===== config.mk =====
export PLATFORM = sky130hd
export DESIGN_NAME = sig_debounce
export DESIGN_NICKNAME = d
export VERILOG_FILES = /design/src/rtl/sigdb_pkg.sv /design/src/rtl/sigdb_ram.sv /design/src/rtl/sigdb_sched.sv /design/src/rtl/sigdb_next.sv /design/src/rtl/sig_debounce.sv
export SDC_FILE = /design/constraint.sdc
export NUM_CORES = 1
export LEC_CHECK = 0
export ABC_AREA = 1
export BUFFER_PORTS_ARGS = -buffer_cell sky130_fd_sc_hd__buf_4
export CAP_MARGIN = 20
export CORE_AREA = 8 8 175 177
export DETAILED_ROUTE_END_ITERATION = 7
export DIE_AREA = 0 0 183 185
export PLACE_DENSITY_LB_ADDON = 0.08
export SETUP_SLACK_MARGIN = 0.3
export SYNTH_ARGS = -nofsm -noshare
export SYNTH_HDL_FRONTEND = slang
export SYNTH_SLANG_ARGS = --single-unit

===== constraint.sdc =====
create_clock -name clk -period 5.5 [get_ports clk]
set_input_delay 1.1 -clock clk [delete_from_list [all_inputs] [get_ports clk]]
set_output_delay 1.1 -clock clk [all_outputs]
set_load 0.02 [all_outputs]

===== src/rtl/sigdb_pkg.sv =====
package sigdb_pkg;

  // Kind of operation travelling through the shared read-modify-write pipeline
  typedef enum logic {
    OP_UPD  = 1'b0,   // signalling update from the extractor
    OP_TICK = 1'b1    // one sweep step triggered by a frame tick
  } sigdb_op_e;

endpackage


===== src/rtl/sigdb_ram.sv =====
// Simple dual-port memory: one synchronous write port, one registered read port.
// Read-first on a same-address collision. No reset, so it maps onto block RAM.
module sigdb_ram #(
  parameter int WIDTH = 14,
  parameter int DEPTH = 24,
  localparam int AW = (DEPTH > 1) ? $clog2(DEPTH) : 1
) (
  input  logic             clk,
  input  logic             we,
  input  logic [AW-1:0]    wa,
  input  logic [WIDTH-1:0] wd,
  input  logic [AW-1:0]    ra,
  output logic [WIDTH-1:0] rq
);

  logic [WIDTH-1:0] mem [DEPTH];

  always_ff @(posedge clk) begin
    if (we) mem[wa] <= wd;
    rq <= mem[ra];
  end

endmodule


===== src/rtl/sigdb_sched.sv =====
// Chooses one operation per cycle for the state pipeline. A valid in-range
// update always wins; otherwise the running sweep issues its next channel.
module sigdb_sched
  import sigdb_pkg::*;
#(
  parameter int NUM_CH = 24,
  parameter int SIG_W  = 4,
  localparam int CH_W  = (NUM_CH > 1) ? $clog2(NUM_CH) : 1
) (
  input  logic             clk,
  input  logic             rst,
  input  logic             frame_tick,
  input  logic             upd_valid,
  input  logic [CH_W-1:0]  upd_chan,
  input  logic [SIG_W-1:0] upd_abcd,
  output logic             op_valid,
  output sigdb_op_e        op_kind,
  output logic [CH_W-1:0]  op_chan,
  output logic [SIG_W-1:0] op_val
);

  localparam logic [CH_W:0]   NCH_EXT = (CH_W+1)'(NUM_CH);
  localparam logic [CH_W-1:0] LAST_CH = CH_W'(NUM_CH - 1);

  logic            sweep_on;
  logic            tick_held;
  logic [CH_W-1:0] ptr;
  logic            upd_ok;
  logic            sweep_step;

  // Out-of-range channels are dropped here, before they reach the memory
  assign upd_ok     = upd_valid && ({1'b0, upd_chan} < NCH_EXT);
  assign sweep_step = sweep_on && !upd_ok;

  always_comb begin
    op_valid = upd_ok || sweep_on;
    op_kind  = upd_ok ? OP_UPD : OP_TICK;
    op_chan  = upd_ok ? upd_chan : ptr;
    op_val   = upd_abcd;
  end

  always_ff @(posedge clk) begin
    if (rst) begin
      sweep_on  <= 1'b0;
      tick_held <= 1'b0;
      ptr       <= '0;
    end else if (!sweep_on) begin
      if (frame_tick || tick_held) begin
        sweep_on  <= 1'b1;
        tick_held <= 1'b0;
        ptr       <= '0;
      end
    end else begin
      if (frame_tick) tick_held <= 1'b1;
      if (sweep_step) begin
        if (ptr == LAST_CH) begin
          ptr       <= '0;
          sweep_on  <= tick_held || frame_tick;
          tick_held <= 1'b0;
        end else begin
          ptr <= ptr + CH_W'(1);
        end
      end
    end
  end

  // nothing outside the channel range ever reaches the state memory
  a_r7_op_in_range: assert property (@(posedge clk) disable iff (rst)
    op_valid |-> ({1'b0, op_chan} < NCH_EXT))
    else $error("operation issued for channel out of range");

  // an update that pre-empts the sweep freezes the sweep position
  a_r8_sweep_frozen: assert property (@(posedge clk) disable iff (rst)
    (sweep_on && upd_ok) |=> (ptr == $past(ptr)))
    else $error("sweep pointer moved while an update held the pipeline");

  // the sweep pointer stays inside the channel range
  a_r8_ptr_range: assert property (@(posedge clk) disable iff (rst)
    sweep_on |-> ({1'b0, ptr} < NCH_EXT))
    else $error("sweep pointer out of range");

endmodule


===== src/rtl/sigdb_next.sv =====
// Next-state function for one channel entry: waiting value, accepted value
// and stability counter.
module sigdb_next
  import sigdb_pkg::*;
#(
  parameter int SIG_W         = 4,
  parameter int STABLE_FRAMES = 48,
  localparam int CNT_W        = $clog2(STABLE_FRAMES + 1)
) (
  input  sigdb_op_e        kind,
  input  logic             byp,
  input  logic [SIG_W-1:0] val,
  input  logic [SIG_W-1:0] o_acc,
  input  logic [SIG_W-1:0] o_pend,
  input  logic [CNT_W-1:0] o_cnt,
  output logic [SIG_W-1:0] n_acc,
  output logic [SIG_W-1:0] n_pend,
  output logic [CNT_W-1:0] n_cnt
);

  localparam logic [CNT_W-1:0] LIM = CNT_W'(STABLE_FRAMES);

  always_comb begin
    n_acc  = o_acc;
    n_pend = o_pend;
    n_cnt  = o_cnt;
    if (kind == OP_UPD) begin
      if (byp) begin
        n_acc  = val;
        n_pend = val;
        n_cnt  = LIM;
      end else if (val != o_pend) begin
        n_pend = val;
        n_cnt  = '0;
      end
    end else if (o_cnt < LIM) begin
      n_cnt = o_cnt + CNT_W'(1);
      if (n_cnt == LIM) n_acc = o_pend;
    end
  end

endmodule


===== src/rtl/sig_debounce.sv =====
// Per-channel ABCD signalling debouncer, all channels sharing one state memory.
module sig_debounce
  import sigdb_pkg::*;
#(
  parameter int NUM_CH        = 24,
  parameter int SIG_W         = 4,
  parameter int STABLE_FRAMES = 48,
  localparam int CH_W         = (NUM_CH > 1) ? $clog2(NUM_CH) : 1,
  localparam int CNT_W        = $clog2(STABLE_FRAMES + 1),
  localparam int ENT_W        = 2 * SIG_W + CNT_W
) (
  input  logic             clk,
  input  logic             rst,
  input  logic             frame_tick,
  input  logic             bypass,
  input  logic             upd_valid,
  input  logic [CH_W-1:0]  upd_chan,
  input  logic [SIG_W-1:0] upd_abcd,
  input  logic [CH_W-1:0]  rd_chan,
  output logic [SIG_W-1:0] rd_abcd
);

  localparam logic [CH_W:0]    NCH_EXT = (CH_W+1)'(NUM_CH);
  localparam logic [CNT_W-1:0] LIM     = CNT_W'(STABLE_FRAMES);

  // ---------------- stage 0: operation select ----------------
  logic             op_valid;
  sigdb_op_e        op_kind;
  logic [CH_W-1:0]  op_chan;
  logic [SIG_W-1:0] op_val;

  sigdb_sched #(.NUM_CH(NUM_CH), .SIG_W(SIG_W)) u_sched (
    .clk        (clk),
    .rst        (rst),
    .frame_tick (frame_tick),
    .upd_valid  (upd_valid),
    .upd_chan   (upd_chan),
    .upd_abcd   (upd_abcd),
    .op_valid   (op_valid),
    .op_kind    (op_kind),
    .op_chan    (op_chan),
    .op_val     (op_val)
  );

  // ---------------- state memory ----------------
  logic             wr_en;
  logic [CH_W-1:0]  wr_chan;
  logic [ENT_W-1:0] wr_ent;
  logic [ENT_W-1:0] st_q;

  sigdb_ram #(.WIDTH(ENT_W), .DEPTH(NUM_CH)) u_state_ram (
    .clk (clk),
    .we  (wr_en),
    .wa  (wr_chan),
    .wd  (wr_ent),
    .ra  (op_chan),
    .rq  (st_q)
  );

  // ---------------- stage 1: modify and write back ----------------
  logic             s1_valid;
  sigdb_op_e        s1_kind;
  logic [CH_W-1:0]  s1_chan;
  logic [SIG_W-1:0] s1_val;
  logic             s1_byp;

  always_ff @(posedge clk) begin
    if (rst) begin
      s1_valid <= 1'b0;
      s1_kind  <= OP_UPD;
      s1_chan  <= '0;
      s1_val   <= '0;
      s1_byp   <= 1'b0;
    end else begin
      s1_valid <= op_valid;
      s1_kind  <= op_kind;
      s1_chan  <= op_chan;
      s1_val   <= op_val;
      s1_byp   <= bypass;
    end
  end

  // Entries never written since reset read as all-zero; the write of the
  // previous cycle is forwarded because the memory returns old data.
  logic [NUM_CH-1:0] ent_live;
  logic              last_wr_valid;
  logic [CH_W-1:0]   last_wr_chan;
  logic [ENT_W-1:0]  last_wr_ent;
  logic              fwd_hit;
  logic [ENT_W-1:0]  old_ent;

  assign fwd_hit = last_wr_valid && (last_wr_chan == s1_chan);

  always_comb begin
    if (fwd_hit)                old_ent = last_wr_ent;
    else if (ent_live[s1_chan]) old_ent = st_q;
    else                        old_ent = '0;
  end

  logic [SIG_W-1:0] old_acc, old_pend, new_acc, new_pend;
  logic [CNT_W-1:0] old_cnt, new_cnt;

  assign {old_acc, old_pend, old_cnt} = old_ent;

  sigdb_next #(.SIG_W(SIG_W), .STABLE_FRAMES(STABLE_FRAMES)) u_next (
    .kind   (s1_kind),
    .byp    (s1_byp),
    .val    (s1_val),
    .o_acc  (old_acc),
    .o_pend (old_pend),
    .o_cnt  (old_cnt),
    .n_acc  (new_acc),
    .n_pend (new_pend),
    .n_cnt  (new_cnt)
  );

  assign wr_en   = s1_valid;
  assign wr_chan = s1_chan;
  assign wr_ent  = {new_acc, new_pend, new_cnt};

  always_ff @(posedge clk) begin
    if (rst) begin
      ent_live      <= '0;
      last_wr_valid <= 1'b0;
      last_wr_chan  <= '0;
      last_wr_ent   <= '0;
    end else begin
      if (wr_en) ent_live[wr_chan] <= 1'b1;
      last_wr_valid <= wr_en;
      last_wr_chan  <= wr_chan;
      last_wr_ent   <= wr_ent;
    end
  end

  // ---------------- status array and read port ----------------
  logic             rd_ok;
  logic [CH_W-1:0]  rd_idx;
  logic             rd_gate;
  logic [SIG_W-1:0] stat_q;

  assign rd_ok  = ({1'b0, rd_chan} < NCH_EXT);
  assign rd_idx = rd_ok ? rd_chan : '0;

  sigdb_ram #(.WIDTH(SIG_W), .DEPTH(NUM_CH)) u_status_ram (
    .clk (clk),
    .we  (wr_en),
    .wa  (wr_chan),
    .wd  (new_acc),
    .ra  (rd_idx),
    .rq  (stat_q)
  );

  always_ff @(posedge clk) begin
    if (rst) begin
      rd_gate <= 1'b0;
      rd_abcd <= '0;
    end else begin
      rd_gate <= rd_ok && ent_live[rd_idx];
      rd_abcd <= rd_gate ? stat_q : '0;
    end
  end

  // ---------------- assertions ----------------
  // a changed value restarts the counter and keeps the accepted value
  a_r3_restart: assert property (@(posedge clk) disable iff (rst)
    (s1_valid && s1_kind == OP_UPD && !s1_byp && s1_val != old_pend)
    |=> (last_wr_ent[CNT_W-1:0] == '0) &&
        (last_wr_ent[ENT_W-1 -: SIG_W] == $past(old_acc)))
    else $error("changed value did not restart the channel");

  // a repeated value leaves the entry untouched
  a_r5_repeat_hold: assert property (@(posedge clk) disable iff (rst)
    (s1_valid && s1_kind == OP_UPD && !s1_byp && s1_val == old_pend)
    |=> (last_wr_ent == $past(old_ent)))
    else $error("repeated value altered the channel entry");

  // a bypass update lands as the accepted value with a saturated counter
  a_r6_bypass_accept: assert property (@(posedge clk) disable iff (rst)
    (s1_valid && s1_kind == OP_UPD && s1_byp)
    |=> (last_wr_ent[ENT_W-1 -: SIG_W] == $past(s1_val)) &&
        (last_wr_ent[CNT_W-1:0] == LIM))
    else $error("bypass update not accepted at once");

  // outside bypass, acceptance happens only on a sweep step reaching the limit
  a_r4_accept_at_limit: assert property (@(posedge clk) disable iff (rst)
    (s1_valid && !(s1_kind == OP_UPD && s1_byp) && new_acc != old_acc)
    |-> (s1_kind == OP_TICK && new_cnt == LIM && old_cnt != LIM))
    else $error("accepted value changed before the stability limit");

endmodule


== After elaboration in Yosys (flattened, before gate mapping) ==
Memories as Yosys holds them, arrays and structs flattened. A register that Yosys moved wholly into a read port is not among the register bits.
Cells that the tools add are included.

* Register bits after elaboration: 68
* Memory bits (writable): 432
* Input port bits: 19
* Output and inout bits: 4
* Word-level logic and storage cells: 79
* Memories: 2

* $add $sub $neg: 2
* $lt $le $gt $ge: 6
* Equal/unequal tests: 5
* Mux-type cells: 37
* Bitwise operators: 2
* Reduce and logical (&&, ||, !) cells: 11

{| class="wikitable"
|+ Memory list
! name !! depth !! width !! rd ports !! clocked after Yosys merged registers in !! wr ports !! RTL line !! RTL
|-
| u_state_ram.mem || 24 || 14 || 1 || 1 || 1 || sigdb_ram.sv:16 || <nowiki>logic [WIDTH-1:0] mem [DEPTH];</nowiki>
|-
| u_status_ram.mem || 24 || 4 || 1 || 1 || 1 || sigdb_ram.sv:16 ||
|}

{| class="wikitable"
|+ Operator list
! operator !! count
|-
| 5-bit two-way mux || 6
|-
| 14-bit two-way mux || 2
|-
| 4-bit two-way mux || 7
|-
| 6-bit two-way mux || 4
|-
| 24-bit bitwise OR || 1
|-
| 1-bit two-way mux || 15
|-
| 5-bit by 6-bit < comparator with 1-bit output, second input constant || 2
|-
| 1-bit binary-select mux with 5-bit select || 2
|-
| 5-bit < comparator, second input constant || 2
|-
| 6-bit by 1-bit adder with 6-bit output, second input constant || 1
|-
| 6-bit equality test, second input constant || 1
|-
| 6-bit < comparator, second input constant || 1
|-
| 5-bit by 1-bit adder with 5-bit output, second input constant || 1
|-
| 1-bit demux with 5-bit select || 1
|-
| 5-bit equality test || 1
|-
| 5-bit equality test, second input constant || 1
|-
| 5-bit by 1-bit >= comparator with 1-bit output, second input constant || 1
|-
| 1-bit logical AND || 5
|-
| 4-bit inequality test || 1
|-
| 1-bit logical OR || 2
|-
| 2-bit inequality test, second input constant || 1
|-
| 2-bit AND reduction || 1
|-
| 2-bit nonzero test || 1
|-
| 2-bit OR reduction || 1
|-
| 2 further kinds || 2
|}

== Longest topological paths before layout ==
* Depth after elaboration: 9
* Depth in mapped cells: 22
* Mapped depth without buffers: 19

== By module ==
From an unflattened synthesis, not the netlist that was laid out.

* Cells, all modules: 2278
* Area, all modules: 22420.3 um^2

{| class="wikitable"
|+ Modules (own cells, without submodules)
! module !! times used !! cells each !! area each (um^2) !! seq. area each (um^2)
|-
| sigdb_ram at u_state_ram || 1 || 1302 || 14531.4 || 10369.9
|-
| sigdb_ram at u_status_ram || 1 || 401 || 4262.8 || 2962.8
|-
| sig_debounce || 1 || 404 || 2646.3 || 1221.2
|-
| sigdb_next || 1 || 102 || 530.5 || 0.0
|-
| sigdb_sched || 1 || 69 || 449.2 || 140.1
|}

== Worst setup path after synthesis ==
OpenSTA, ideal clock, no wires.

* Path type: input-to-reg
* Start: input port upd_chan[3]
* End: register u_state_ram.rq[13], read port of u_state_ram.mem
* Library setup time: 120 ps
* Arrival: 2515 ps
* Required time: 5380 ps
* Path slack: 2865 ps
* Stages: 10
* Buffers on the path: 4
* Cells stage by stage: nand2_1 nand2_1 buf_4 o21ai_2 buf_2 clkbuf_1 buf_2 a21oi_1 o31ai_1 o21ai_1

* Word-level cells in the longest chain between the ends: 3

{| class="wikitable"
|+ RTL lines
! element !! RTL line !! RTL
|-
| from (decl) || sig_debounce.sv:17 || <nowiki>input logic [CH_W-1:0] upd_chan,</nowiki>
|-
| 5-bit < comparator || sigdb_sched.sv:32 || <nowiki>assign upd_ok = upd_valid && ({1'b0, upd_chan} < NCH_EXT);</nowiki>
|-
| 1-bit logical AND || sigdb_sched.sv:32 ||
|-
| 5-bit two-way mux * || sigdb_sched.sv:38 || <nowiki>op_chan = upd_ok ? upd_chan : ptr;</nowiki>
|-
| to (decl) || sigdb_ram.sv:13 || <nowiki>output logic [WIDTH-1:0] rq</nowiki>
|}

Mark *: on every way between the ends. The rest lies on a longest branch, timed or not.
A chain may end at the register's enable or synchronous reset.

== Worst setup path in the final report ==
* Start: register s1_chan[0]
* End: memory u_state_ram.mem[23][10] (data pin)

* Word-level cells in the longest chain between the ends: 9
* Elaborated cells between the ends (all ways): 13
* Those cells by class: add/sub (1); order compare (1); eq/ne (2); mux (8); reduce/logical (1)

{| class="wikitable"
|+ RTL lines
! element !! RTL line !! RTL
|-
| from (decl) || sig_debounce.sv:63 || <nowiki>logic [CH_W-1:0] s1_chan;</nowiki>
|-
| from (signal assigned) || sig_debounce.sv:77 || <nowiki>s1_chan <= op_chan;</nowiki>
|-
| 1-bit binary-select mux with 5-bit select || sig_debounce.sv:96 || <nowiki>else if (ent_live[s1_chan]) old_ent = st_q;</nowiki>
|-
| 1-bit two-way mux (implied by the code) || sig_debounce.sv:96 ||
|-
| 14-bit two-way mux || sig_debounce.sv:96 ||
|-
| 14-bit two-way mux * || sig_debounce.sv:95 || <nowiki>if (fwd_hit) old_ent = last_wr_ent;</nowiki>
|-
| 6-bit by 1-bit adder with 6-bit output || sigdb_next.sv:37 || <nowiki>n_cnt = o_cnt + CNT_W'(1);</nowiki>
|-
| 6-bit equality test || sigdb_next.sv:38 || <nowiki>if (n_cnt == LIM) n_acc = o_pend;</nowiki>
|-
| 4-bit two-way mux || sigdb_next.sv:38 ||
|-
| 4-bit two-way mux || sigdb_next.sv:36 || <nowiki>end else if (o_cnt < LIM) begin</nowiki>
|-
| 4-bit two-way mux * || sigdb_next.sv:27 || <nowiki>if (kind == OP_UPD) begin</nowiki>
|-
| via new_acc[0] || sig_debounce.sv:100 || <nowiki>logic [SIG_W-1:0] old_acc, old_pend, new_acc, new_pend;</nowiki>
|-
| to (decl) || sigdb_ram.sv:16 ||
|}

Mark *: on every way through the listed nets, which the timed path passes. The rest lies on a longest branch. The select of a mux whose other input is x is not followed.

==> results by stage <==
Status:
- The run finished with clean final reports.

Pwr:
- The largest voltage drop on the vdd net is about 280 uV.
- The internal portion of total power is 5.41 mW.
- The clock network burns 41.0% of the power.
- Dividing total power by cell area gives a power density of 364 nW/um2.
- The leakage power is slightly above 7 nW.
- In this run, the combinational gates consume around a tenth of the power.
- Per report_power, the sequential group accounts for 49.5% of the total.
- The switching power share of the total is 24.9%.
- The reported net switching power is 1.80 mW.
- After layout, the design draws a total of 7.21 mW.

Clock tree:
- The deepest clock path buffer count is 3.
- In this run the post-CTS setup repair buffer count came out at 0.
- The deepest level of the CTS H-tree is 2.
- After clock tree synthesis, the clock-pin slew on the worst setup and hold paths is 0.06 ns.
- Clock tree synthesis found a total of 422 sinks.
- The library cell used as clock root buffer is clkbuf_16.
- The number of CTS-inserted buffers is between 40 and 50.
- The source-to-sink clock delay at the later pin of the worst-skew pair is between 0.5 and 0.6 ns.
- Hold repair after CTS inserted 0 buffers.
- The CTS tree is done.
- Gates resized during post-CTS repair numbered 0.

Synth:
- The synthesized design devotes to its leading area cell type 56.7% of total area.
- In this run, synthesis produced a sequential element count of 422.
- Ranked by instance count, the synthesized netlist is headed by 336 x edfxtp_1, 296 x nor2_1, 234 x nand2_1.
- Synthesis produced a netlist whose cell count is roughly 1,700.
- The dominant synthesized flop cell is edfxtp_1.
- The portion of the post-synthesis area used by sequential elements is 66.4%.
- The top cell type by total area after synthesis is edfxtp_1.
- The dominant cell by count in the synthesized netlist is edfxtp_1.
- Counting every net in the synthesized netlist gives 1,714.
- After synthesis, the mean cell area works out to 10.5 um2.
- The number of library cell types mapped by synthesis is 49.
- The number of enable flip-flop cells after synthesis is 336.
- After synthesis, the share of flip-flops with an asynchronous set or reset is 0%.
- After synthesis, the cell types taking the most area are edfxtp_1 57%, dfxtp_1 9.7%, nor2_1 6.2%, o21ai_0 6.2%, nand2_1 4.9%.
- The netlist area before placement is between 15,000 and 20,000 um2.
- For this run, the number of Yosys warnings is 0.

Global route:
- For met2 alone, demand over resource in global routing was 42.7%.
- The most congested layer reported by global routing is met2.
- The maximum number of pins on one net before global-route repair is 102.
- The first global-routing pass estimated 73,200 um of wire.
- Global routing used 40.8% of the available met1 tracks.
- For this run the aggregate overflow at the end of global routing stands at 0.
- The global-route total usage across every layer is between 20% and 30%.
- For met3 alone, demand over resource in global routing was 4.92%.
- The initial antenna violation count is 0.
- The via count of the first global-routing pass is between 10,000 and 15,000.

Floorplanning:
- During I/O placement, the number of pins put on the boundary was 23.
- The total number of placement rows is 62.
- In this run the vertical extent of the chip is 185 um.
- The full die area is approximately 34,000 um2.
- The core region is 28,100 um2.
- The initial utilization of the core area, before any placement, comes to a little under two thirds.
- The width of the die is 183 um.

Detailed routing:
- The detailed router placed 13,395 vias in this run.
- The total wire length is 48,200 um.
- Using the TritonRoute via totals, the vias-per-cell ratio works out to 6.31.
- The detail route stage leaves a number of antenna-violating nets equal to 0.
- The routed length per instance is 22.7 um.
- For this block, the initial DRC count from the detailed router was 1,897.
- The number of detailed-route iterations in the first pass is 7.
- The post-route DRC violation count is 0.

Worst hold path:
- The min-delay analysis places its worst path in the category reg -> reg.
- The start point of the worst min-delay path is u_status_ram.rq[2]$_DFF_P_.
- Along the worst hold path, the cell count comes to 2.
- The end point of the most critical hold path is rd_abcd[2]$_SDFF_PP0_.

Timing:
- The hold violation count in the final report is 0.
- Setup violations remaining at the end of the flow were counted as 0.
- Summed over all failing endpoints, the final setup total negative slack is 0 ns.
- Of the available clock period, the critical path in the final layout requires 68.2%.
- The number of slew-limit violations in the final report is 0.
- Timing would allow up to 267 MHz.
- For the final database, setup skew stands at 0.0163 ns.
- Subtracting the final worst setup slack from the clock period gives 3.75 ns.
- For the pin with the worst max-slew slack, the measured transition is between 1 and 1.5 ns.
- Setup repair after global routing left no endpoint under its margin.
- The worst pin sits at a relative slew slack of 28.6%.

Placed design:
- After legalization and detailed placement, the total HPWL measured 28,200 um.
- The congestion estimate from routability-driven global placement came to roughly 0.96.
- The count of buffers added on input and output ports is 22.
- The cell total after placement is about 2,000.

Final layout:
- The share of cells above drive strength 1 is around a tenth.
- The area occupied by registers is 11,800 um2.
- The total inserted antenna cells is 0.
- The filler-free cell count of the finished design is 2,122.
- The area of the multi-input gates is 5200 um2.
- The fill cell instance count of the final layout is 2,106.
- The final-stage net count is 1,722.
- The growth of design area from synthesis to finish is 11.2%.

Critical path:
- The maximum fanout count along the critical path is 24.
- The kind of end point of the critical path is a flop.
- The worst register-to-register path ends at u_state_ram.mem[23][10]$_DFFE_PP_.
- The worst setup path is launched from a flop.
- By startpoint and endpoint, the worst setup path is classified as reg -> reg.
- The worst reg-to-reg path cell count is 12.
- Setup slack on the worst reg-to-reg path comes out at about 1.7 ns.
- Data arrives at the worst endpoint at ~4.0 ns.
- The start of the worst register-to-register path is s1_chan[0]$_SDFF_PP0_.
- STA puts the critical path data required time at 5.72 ns.

Run:
- Max-cap violations in this run came to 0.
worst max path at each step:
stage / from / to / depth (start not counted)
3_3_place_gp: upd_chan[3] / u_state_ram.rq[5]$_DFF_P_ / 10
2_1_floorplan: upd_chan[3] / u_state_ram.rq[13]$_DFF_P_ / 10
3_5_place_dp: upd_chan[3] / u_state_ram.rq[1]$_DFF_P_ / 12
6_report: s1_chan[0]$_SDFF_PP0_ / u_state_ram.mem[23][10]$_DFFE_PP_ / 12
4_1_cts: s1_chan[1]$_SDFF_PP0_ / u_state_ram.mem[23][10]$_DFFE_PP_ / 14
5_1_grt: s1_chan[0]$_SDFF_PP0_ / u_state_ram.mem[23][10]$_DFFE_PP_ / 12
routing by layer:
layer  routed length [um]  up-vias
li1                     -     6022
met1                19700     6390
met2                21300      858
met3                 5560      125
met4                 1530        0
met5                    0        -
registers in the layout (all words and copies together) (netlist names):
register,flops
rd_abcd,4
s1_kind,1
last_wr_chan,5
s1_valid,1
u_status_ram.mem,23
u_sched.sweep_on,1
s1_val,4
ent_live,24
u_status_ram.rq,4
s1_chan,5
rd_gate,1
last_wr_valid,1
u_state_ram.mem,313
last_wr_ent,14
s1_byp,1
u_sched.tick_held,1
u_sched.ptr,5
u_state_ram.rq,14
kinds of logic after synthesis:
kind of cell | after synthesis | synth area share (%)
fa+ha+maj | 1 | 0.0703
flops | 422 | 66.4
compound gates | 440 | 14.4
simple gates | 629 | 14.5
xor+xnor | 2 | 0.0984
buf+inv | 200 | 4.59
power groups by stage:
| stage | logic (mW) | registers [mW] | clock network (mW) |
|---|---|---|---|
| after floorplan | 0.456 | 3.61 | 0 |
| after global placement | 0.652 | 3.63 | 0 |
| after detailed placement | 0.669 | 3.63 | 0 |
| after CTS | 0.672 | 3.56 | 2.98 |
| after global routing | 0.745 | 3.57 | 3.10 |
| final | 0.688 | 3.56 | 2.95 |
critical path, stage by stage, from the launching register on:
cell     delay [ns]
dfxtp_1        0.83
nor2_1         0.11
nor2_1         0.15
nand3_2        0.36
inv_2          0.39
nand2_1        0.12
nand2_2        0.13
nand2_1        0.12
nor2_4         0.23
nand2_2        0.11
nand2_1        0.07
nand3_1        0.08
nand2_1        0.71
cell type report:
type                       count  area share [%]
multi-input combinational   1072            26.3
clock buffer                  54            5.85
clock inverter                28            1.42
tap                          384            2.43
sequential                   422            59.6
timing repair buffer          64            2.49
inverter                      98            1.88
cell usage in the layout, fill, tap and decap left out, drive strengths merged:
cell type | netlist | layout
edfxtp | 336 | 336
nor2 | 302 | 302
nand2 | 246 | 246
o21ai | 231 | 231
inv | 96 | 98
dfxtp | 86 | 86
a21oi | 68 | 68
buf | 27 | 64
o22ai | 60 | 60
nand3 | 54 | 54
clkbuf | 75 | 54
o221ai | 37 | 37
clkinv | 2 | 20
nor3 | 13 | 13
o211ai | 11 | 11
o31ai | 6 | 6
o311ai | 5 | 5
a31oi | 5 | 5
nand3b | 5 | 5
nand4 | 5 | 5
a22o | 4 | 4
clkinvlp | 0 | 4
bufinv | 0 | 4
o32ai | 3 | 3
or3 | 2 | 2
o21bai | 2 | 2
a211oi | 2 | 2
xor2 | 2 | 2
a221oi | 2 | 2
or2 | 2 | 2
a31o | 1 | 1
a311oi | 1 | 1
a32oi | 1 | 1
a22oi | 1 | 1
ha | 1 | 1
metrics by stage:
step / setup WS, ns / cell area [um2] / hold WS [ns] / utilization [%]
floorplan: 2.87 / 17800 / 0.394 / -
global placement: 1.48 / 18400 / 0.403 / 65.4
detailed placement: 1.34 / 18400 / 0.404 / 65.4
CTS: 1.83 / 19800 / 0.413 / 70.5
global route: 1.51 / 19800 / 0.443 / 70.5
finish: 1.75 / 19800 / 0.411 / 70.5
Power figures use the tool's default switching activity.
